`src/rtl/vpc_pkg.sv`:
```
package vpc_pkg;

    typedef enum logic [1:0] {
        ESZ_B = 2'd0,
        ESZ_H = 2'd1,
        ESZ_W = 2'd2,
        ESZ_D = 2'd3
    } esz_e;

    typedef enum logic {
        ST_IDLE = 1'b0,
        ST_EMIT = 1'b1
    } vpc_state_e;

    typedef struct packed {
        logic n;
        logic z;
        logic c;
        logic v;
    } nzcv_t;

    localparam nzcv_t NZCV_EMPTY = '{n: 1'b0, z: 1'b1, c: 1'b1, v: 1'b0};

endpackage

```
`src/rtl/vpc_operand_swap.sv`:
```
module vpc_operand_swap #(
    parameter int W = 256
) (
    input  logic [W-1:0] a_i,
    input  logic [W-1:0] b_i,
    input  logic         swap_i,
    output logic [W-1:0] x_o,
    output logic [W-1:0] y_o
);

    // x < y is the only comparison performed downstream;
    // "a above b" becomes "b below a"
    always_comb begin
        if (swap_i) begin
            x_o = b_i;
            y_o = a_i;
        end else begin
            x_o = a_i;
            y_o = b_i;
        end
    end

endmodule

```
`src/rtl/vpc_elem_compare.sv`:
```
module vpc_elem_compare
    import vpc_pkg::*;
#(
    parameter int VLEN_BITS = 256
) (
    input  logic [VLEN_BITS-1:0]   x_i,
    input  logic [VLEN_BITS-1:0]   y_i,
    input  logic [1:0]             esz_i,
    output logic [VLEN_BITS/8-1:0] lt_o,
    output logic [VLEN_BITS/8-1:0] lead_o
);

    localparam int NBYTES = VLEN_BITS / 8;
    localparam int NSIZES = 4;

    logic [NBYTES-1:0] lt_bank   [NSIZES];
    logic [NBYTES-1:0] lead_bank [NSIZES];

    // One comparator bank per element size; only the lowest byte of each
    // element group carries a bit, the rest are tied low.
    for (genvar g = 0; g < NSIZES; g++) begin : g_size
        localparam int GRP = 1 << g;
        localparam int EW  = 8 * GRP;
        for (genvar k = 0; k < NBYTES; k++) begin : g_byte
            if ((k % GRP) == 0) begin : g_lead
                assign lt_bank[g][k]   = x_i[k*8 +: EW] < y_i[k*8 +: EW];
                assign lead_bank[g][k] = 1'b1;
            end else begin : g_tail
                assign lt_bank[g][k]   = 1'b0;
                assign lead_bank[g][k] = 1'b0;
            end
        end
    end

    always_comb begin
        unique case (esz_e'(esz_i))
            ESZ_B: begin lt_o = lt_bank[0]; lead_o = lead_bank[0]; end
            ESZ_H: begin lt_o = lt_bank[1]; lead_o = lead_bank[1]; end
            ESZ_W: begin lt_o = lt_bank[2]; lead_o = lead_bank[2]; end
            ESZ_D: begin lt_o = lt_bank[3]; lead_o = lead_bank[3]; end
            default: begin lt_o = '0; lead_o = '0; end
        endcase
    end

endmodule

```
`src/rtl/vpc_flag_reduce.sv`:
```
module vpc_flag_reduce
    import vpc_pkg::*;
#(
    parameter int NBYTES = 32
) (
    input  logic [NBYTES-1:0] res_i,
    input  logic [NBYTES-1:0] act_i,
    output nzcv_t             flags_o
);

    logic first_hit;
    logic first_val;
    logic last_val;

    always_comb begin
        first_hit = 1'b0;
        first_val = 1'b0;
        last_val  = 1'b0;
        for (int k = 0; k < NBYTES; k++) begin
            if (act_i[k] && !first_hit) begin
                first_hit = 1'b1;
                first_val = res_i[k];
            end
            if (act_i[k]) begin
                last_val = res_i[k];
            end
        end
        flags_o.n = first_val;
        flags_o.z = ~|res_i;
        flags_o.c = ~last_val;
        flags_o.v = 1'b0;
    end

endmodule

```
`src/rtl/vpred_ucmp_unit.sv`:
```
module vpred_ucmp_unit
    import vpc_pkg::*;
#(
    parameter int VLEN_BITS = 256
) (
    input  logic                   clk,
    input  logic                   rst_n,
    input  logic                   in_valid,
    input  logic [VLEN_BITS-1:0]   opnd_a,
    input  logic [VLEN_BITS-1:0]   opnd_b,
    input  logic [VLEN_BITS/8-1:0] gov_pred,
    input  logic [1:0]             elem_sz,
    input  logic                   cmp_hi,
    output logic                   out_valid,
    output logic [VLEN_BITS/8-1:0] res_pred,
    output logic                   flag_n,
    output logic                   flag_z,
    output logic                   flag_c,
    output logic                   flag_v
);

    localparam int NBYTES = VLEN_BITS / 8;

    logic [VLEN_BITS-1:0] cmp_x;
    logic [VLEN_BITS-1:0] cmp_y;
    logic [NBYTES-1:0]    lt_raw;
    logic [NBYTES-1:0]    lead_mask;
    logic [NBYTES-1:0]    act_mask;
    logic [NBYTES-1:0]    pred_d;
    nzcv_t                flags_d;

    vpc_operand_swap #(.W(VLEN_BITS)) swap_i (
        .a_i    (opnd_a),
        .b_i    (opnd_b),
        .swap_i (cmp_hi),
        .x_o    (cmp_x),
        .y_o    (cmp_y)
    );

    vpc_elem_compare #(.VLEN_BITS(VLEN_BITS)) cmp_i (
        .x_i    (cmp_x),
        .y_i    (cmp_y),
        .esz_i  (elem_sz),
        .lt_o   (lt_raw),
        .lead_o (lead_mask)
    );

    assign act_mask = gov_pred & lead_mask;
    assign pred_d   = lt_raw & act_mask;

    vpc_flag_reduce #(.NBYTES(NBYTES)) red_i (
        .res_i   (pred_d),
        .act_i   (act_mask),
        .flags_o (flags_d)
    );

    // ---- controller ----
    vpc_state_e state_q;
    vpc_state_e state_d;

    always_comb begin
        state_d = state_q;
        unique case (state_q)
            ST_IDLE: state_d = in_valid ? ST_EMIT : ST_IDLE;  // TR_ACCEPT / TR_WAIT
            ST_EMIT: state_d = in_valid ? ST_EMIT : ST_IDLE;  // TR_ACCEPT / TR_DRAIN
            default: state_d = ST_IDLE;
        endcase
    end

    always_ff @(posedge clk or negedge rst_n) begin
        if (!rst_n) state_q <= ST_IDLE;
        else        state_q <= state_d;
    end

    // ---- result registers: loaded only on accept, fixed latency ----
    logic [NBYTES-1:0] pred_q;
    nzcv_t             flags_q;

    always_ff @(posedge clk or negedge rst_n) begin
        if (!rst_n) begin
            pred_q  <= '0;
            flags_q <= NZCV_EMPTY;
        end else if (in_valid) begin
            pred_q  <= pred_d;
            flags_q <= flags_d;
        end
    end

    always_comb begin
        out_valid = (state_q == ST_EMIT);
        res_pred  = pred_q;
        flag_n    = flags_q.n;
        flag_z    = flags_q.z;
        flag_c    = flags_q.c;
        flag_v    = flags_q.v;
    end

endmodule

```
`config.mk`:
```
export PLATFORM = sky130hd
export DESIGN_NAME = vpred_ucmp_unit
export DESIGN_NICKNAME = d
export VERILOG_FILES = /design/src/rtl/vpc_pkg.sv /design/src/rtl/vpc_operand_swap.sv /design/src/rtl/vpc_elem_compare.sv /design/src/rtl/vpc_flag_reduce.sv /design/src/rtl/vpred_ucmp_unit.sv
export SDC_FILE = /design/constraint.sdc
export NUM_CORES = 1
export LEC_CHECK = 0
export ABC_AREA = 1
export BUFFER_PORTS_ARGS = -buffer_cell sky130_fd_sc_hd__buf_2
export CORE_AREA = 2 2 225 227
export DETAILED_ROUTE_END_ITERATION = 10
export DIE_AREA = 0 0 227 229
export GPL_TIMING_DRIVEN = 0
export HOLD_SLACK_MARGIN = 0.03
export SLEW_MARGIN = 40
export SYNTH_ARGS = -nofsm -noshare
export SYNTH_HDL_FRONTEND = slang
export SYNTH_SLANG_ARGS = --single-unit
```
`constraint.sdc`:
```
create_clock -name clk -period 0.8 [get_ports clk]
set_clock_uncertainty 0.15 [all_clocks]
set_input_delay 0 -clock clk [delete_from_list [all_inputs] [get_ports clk]]
set_output_delay 0 -clock clk [all_outputs]
set_load 0.02 [all_outputs]
```
**Word level (Yosys, flattened, before mapping)**

Index checks and enable logic that the tools add are counted.

- Register bits: 36
- Bits in latches: 0
- Bits in writable memories: 0
- Bits in read-only memories: 0
- Input port bits: 550
- Word-level logic and storage cells: 235
- Memories kept: 0

- Add/sub/neg operators: 0
- $mul: 0
- Div/mod/pow operators: 0
- $lt $le $gt $ge: 60
- Equality and inequality tests: 3
- Shift operators: 0
- Mux-type cells: 99
- Bitwise gates (word level): 3
- Reductions and logical operators: 65

Operators with widths:

| cell | count |
|---|---|
| $mux W256 | 2 |
| $lt A16 B16 Y1 | 16 |
| $lt A32 B32 Y1 | 8 |
| $lt A64 B64 Y1 | 4 |
| $lt A8 B8 Y1 | 32 |
| $pmux W32 S4 | 2 |
| $mux W1 | 95 |
| $and A32 B32 Y32 | 2 |
| $logic_not A1 Y1 | 32 |
| $reduce_or A32 Y1 | 1 |
| $logic_and A1 B1 Y1 | 31 |
| $eq A2 B2 Y1 const B | 2 |
| $eq A2 B1 Y1 const B | 1 |
| $logic_not A2 Y1 | 1 |
| $not A1 Y1 | 1 |

**Logic depth before layout (Yosys ltp)**

- Word-level depth: 97
- Depth in mapped cells: 56

**Hierarchy**

From an unflattened synthesis, not the netlist that was laid out.

- Cell total of the unflattened synthesis: 3529
- Area total of the unflattened synthesis: 18102.4 um^2

By module, submodules not included:

| module | instances | cells an instance | area each (um^2) |
|---|---|---|---|
| vpc_elem_compare | 1 | 1378 | 8361.8 |
| vpc_operand_swap | 1 | 1650 | 6681.4 |
| vpred_ucmp_unit | 1 | 281 | 2010.7 |
| vpc_flag_reduce | 1 | 220 | 1048.5 |

**Least setup slack after synthesis**

No wires, ideal clock.

- Kind: input to register
- Start: input port cmp_hi
- End: register flags_q (netlist bit flag_c)
- Setup time: 0.075 ns
- Arrival: 4.423 ns
- Data required time: 0.575 ns
- Slack: -3.849 ns
- Cell stages on the path: 52
- Buffers on the path: 5
- Path through: clkbuf_1 -> clkbuf_1 -> clkbuf_1 -> clkbuf_1 -> clkbuf_1 -> nand2_1 -> o21ai_0 -> ha_1 -> a21oi_1 -> a21boi_0 -> nand2_1 -> nand2_1 -> nand2_1 -> or2_2 -> nor2_1 -> nand2_1 -> nand2_1 -> nand2_1 -> [16 not listed] -> nand2_1 -> nand2_1 -> nand2_1 -> nand2_1 -> nand2_1 -> nand2_1 -> nand2_1 -> nand2_1 -> nand2_1 -> nand2_1 -> nand2_1 -> nand2_1 -> nand3_1 -> nand3_1 -> nand2_1 -> nand2_1 -> nand2_1 -> nand2_1

- Word-level cells in the longest chain between the ends: 37

Ends and longest elaborated chain:

| element | line | RTL |
|---|---|---|
| from (decl) | vpred_ucmp_unit.sv:13 | `input logic cmp_hi,` |
| $mux W256 | vpc_operand_swap.sv:14 | `if (swap_i) begin` |
| $lt A64 B64 Y1 (tied with other cells) | vpc_elem_compare.sv:26 | `assign lt_bank[g][k] = x_i[k*8 +: EW] < y_i[k*8 +: EW];` |
| $pmux W32 S4 (*) | vpc_elem_compare.sv:36 | `unique case (esz_e'(esz_i))` |
| $and A32 B32 Y32 (*) | vpred_ucmp_unit.sv:49 | `assign pred_d = lt_raw & act_mask;` |
| $mux W1 (31 in a row) | vpc_flag_reduce.sv:24 | `if (act_i[k]) begin` |
| $mux W1 (*) | vpc_flag_reduce.sv:24 |  |
| $not A1 Y1 (*) | vpc_flag_reduce.sv:30 | `flags_o.c = ~last_val;` |
| to (signal assigned) | vpred_ucmp_unit.sv:85 | `flags_q <= flags_d;` |
| to (decl) | vpred_ucmp_unit.sv:77 | `nzcv_t flags_q;` |

Mark *: on every way between the ends. The rest lies on a longest branch, timed or not.
A chain may end at the register's enable or synchronous reset.

**Worst setup path after layout**

Same ends and word-level chain as after synthesis.

==> out/metrics.csv <==
metric,value,unit
drive_above_1_share,30.4,%
synthFlopType,dfrtp_1,
min_period_over_period,595,%
core,49700,sq um
cp-end-kind,flop,
ys_ff_latch,36,
period_needed,4.76,ns
synth_enable_flop_cells,0,
report.final.setup_viol,71,
relSlewSlack,44.2,%
ys_warn_count,0,
cpMostUsedCell,nand2_1,
start_kind,input port,
cts.clk_slew.worst_paths,0.06,ns
clock_latency,0.29,ns
maxSlewViolCount,0,
violations,"hold timing, setup timing",
critPathBufInv,8,
h-tree-depth,2,
grt_use_met3,4.81,%
async_flop_share,100,%
finalNetCount,4234,
busiest_layer,met2,
viasPerCell,5.05,
yosysSeqAreaShare,5.90,%
cts.sinks,36,
path_class,input port to flop,
dp_hpwl,63300,um
seq_area,903,sq um
timing.fmax,210,MHz
fillers,5498,
clock_path_buffers,2,
crit_arrival,4.84,ns
cts-root-buf,clkbuf_16,
area_growth,41.7,%
via_count,20675,
yosysUniqueCellTypes,53,
drc,0,
design.portCount,587,
post-route-util,43.7,%
antenna_found_initial,31,
ant_nets,0,
vdd_ir_drop_max,0.000711,V
syn_nets,3578,
multi_input_area,13200,sq um
tightest_slew,0.836,ns
grt_use_met2,48.2,%
postCtsHoldBufs,1,
drtIter0Drc,1137,
p_leak,12.2,nW
crit_required,0.88,ns
final_hold_viol_count,39,
grt_max_degree,37,
wl_per_cell,18.5,um
reg2reg_slack,-0.16,ns
initial_utilization,30.8,%
grt_pass1_vias,19502,
wl,75800,um
grt_pass1_wl,112000,um
cts_tree,built,
place.gp.congestion,0.912,
io_buffers,582,
path_max_fanout,8,
die-area,52000,sq um
drt_pass1_iterations,6,
die-width,227,um
finalWorstSetupSlack,-3.96,ns
use_met1,34.6,%
drv_cap,0,
syn_area_per_cell,5.57,sq um
p_per_area,812,nW/um^2
row_count,82,
hold_class,input port to asynchronous set/reset pin,
slowest_delay,0.35,ns
hold_slack,-0.445,ns
netlist_instances,2749,
globalRouteOverflowTotal,0,
tns,-73.73,ns
dieHeight,229,um
slowest_stage,ha_1,
numCtsBuffers,5,
crit_family,simple AND/OR/NAND/NOR gates,
grt_use_total,28.1,%
synth_area,15300,sq um
outcome,"complete, but fails checks",
rsz0062_at_grt,yes,
-- area by class of cell --
class,count,area share (%)
diodes,18,0.208
plain buffers,124,5.55
clock buffers,5,0.577
clock inverters,3,0.110
inverters,427,7.42
multi-input cells,2162,61.0
flip-flops and latches,36,4.17
well taps,672,3.88
repair buffers,649,17.1
-- layout by cell type (no fill, tap or decap), types with 21 or more instances in the layout --
| cell type | synthesis | final |
|---|---|---|
| or2_2 | 59 | 58 |
| a21oi_1 | 127 | 102 |
| buf_6 | 1 | 44 |
| nand2_1 | 779 | 750 |
| nand4_1 | 38 | 38 |
| buf_4 | 1 | 63 |
| o21ai_2 | 0 | 23 |
| nand2_2 | 8 | 34 |
| o21ai_1 | 2 | 44 |
| buf_2 | 1 | 554 |
| inv_2 | 4 | 22 |
| ha_1 | 279 | 278 |
| o21ai_0 | 591 | 526 |
| inv_1 | 421 | 402 |
| nand3_2 | 1 | 21 |
| clkbuf_2 | 0 | 32 |
| dfrtp_1 | 34 | 34 |
| nand3_1 | 71 | 43 |
| clkbuf_8 | 0 | 21 |
| a21oi_2 | 0 | 22 |
| nor2_1 | 85 | 69 |
-- stage by stage --
stage / setup slack, ns / std cells / hold WS [ns] / instance area, sq um / power [W]
final: -3.96 / 4096 / -0.445 / 21700 / 0.0176
after global routing: -4.23 / 4090 / -0.413 / 21700 / 0.0194
after CTS: -4.01 / 4054 / -0.431 / 21100 / 0.0170
after detailed placement: -5.14 / 4003 / -0.118 / 19500 / 0.0136
after global placement: -5.49 / 4003 / 0.0800 / 19500 / 0.0135
after floorplan: -3.09 / 2749 / -0.446 / 15800 / 0.00918
-- cells in the mapped netlist (8+ instances only) --
cell type,instances,area [sq um]
a211oi_1,16,120
a21o_1,9,67.6
a21oi_1,127,636
a221oi_1,8,70.1
a31oi_1,9,56.3
clkbuf_1,121,454
dfrtp_1,34,851
ha_1,279,3490
inv_1,421,1580
nand2_1,779,2920
nand2_2,8,50.1
nand3_1,71,355
nand4_1,38,238
nor2_1,85,319
nor3_1,13,65.1
o21ai_0,591,2960
or2_2,59,369
-- cells by family (layout without fill, tap and decap cells) --
kind of cell | after synthesis | count (layout) | synth area share, %
adders and majority gates | 279 | 279 | 22.8
AOI/OAI and AO/OA | 800 | 800 | 27.6
buffers and inverters | 551 | 1208 | 13.6
and+or+nand+nor | 1082 | 1082 | 30.0
other | 1 | 19 | 0.0245
DFF | 36 | 36 | 5.90
-- per-layer routing --
metal  up-vias  routed length, um
met5         -                160
met4        28               3300
met3       151               5040
met2       676              35600
met1      9417              31700
li1      10403                  -
-- power breakdown --
part | switching (W) | internal (W)
sequential | 0.000113 | 0.00197
clock | 0.000986 | 0.00117
combinational | 0.00780 | 0.00558
total | 0.00890 | 0.00872
-- final timing paths --
check | start | end | depth (start not counted)
max | cmp_hi | flag_c | 47
min | rst_n | out_valid | 1
max reg2reg | flag_z | flag_z | 2
min reg2reg | flag_c | flag_c | 2
max in group asynchronous | rst_n | res_pred[10] | 1
min in group clk | gov_pred[31] | flag_c | 5
-- sequential cells by signal, summed over array words and instances, names as in the netlist --
register and flops:
flag_c 1, flag_n 1, flag_z 1, out_valid 1, res_pred 32
-- repair_timing --
item / CTS / global route
pin swaps: 58 / 71
setup endpoints to repair: 71 / 72
gates cloned: 0 / 1
hold endpoints to repair: 47 / 38
resized for setup: 301 / 160
setup buffers: 42 / 24
(Power assumes the default switching activity.)
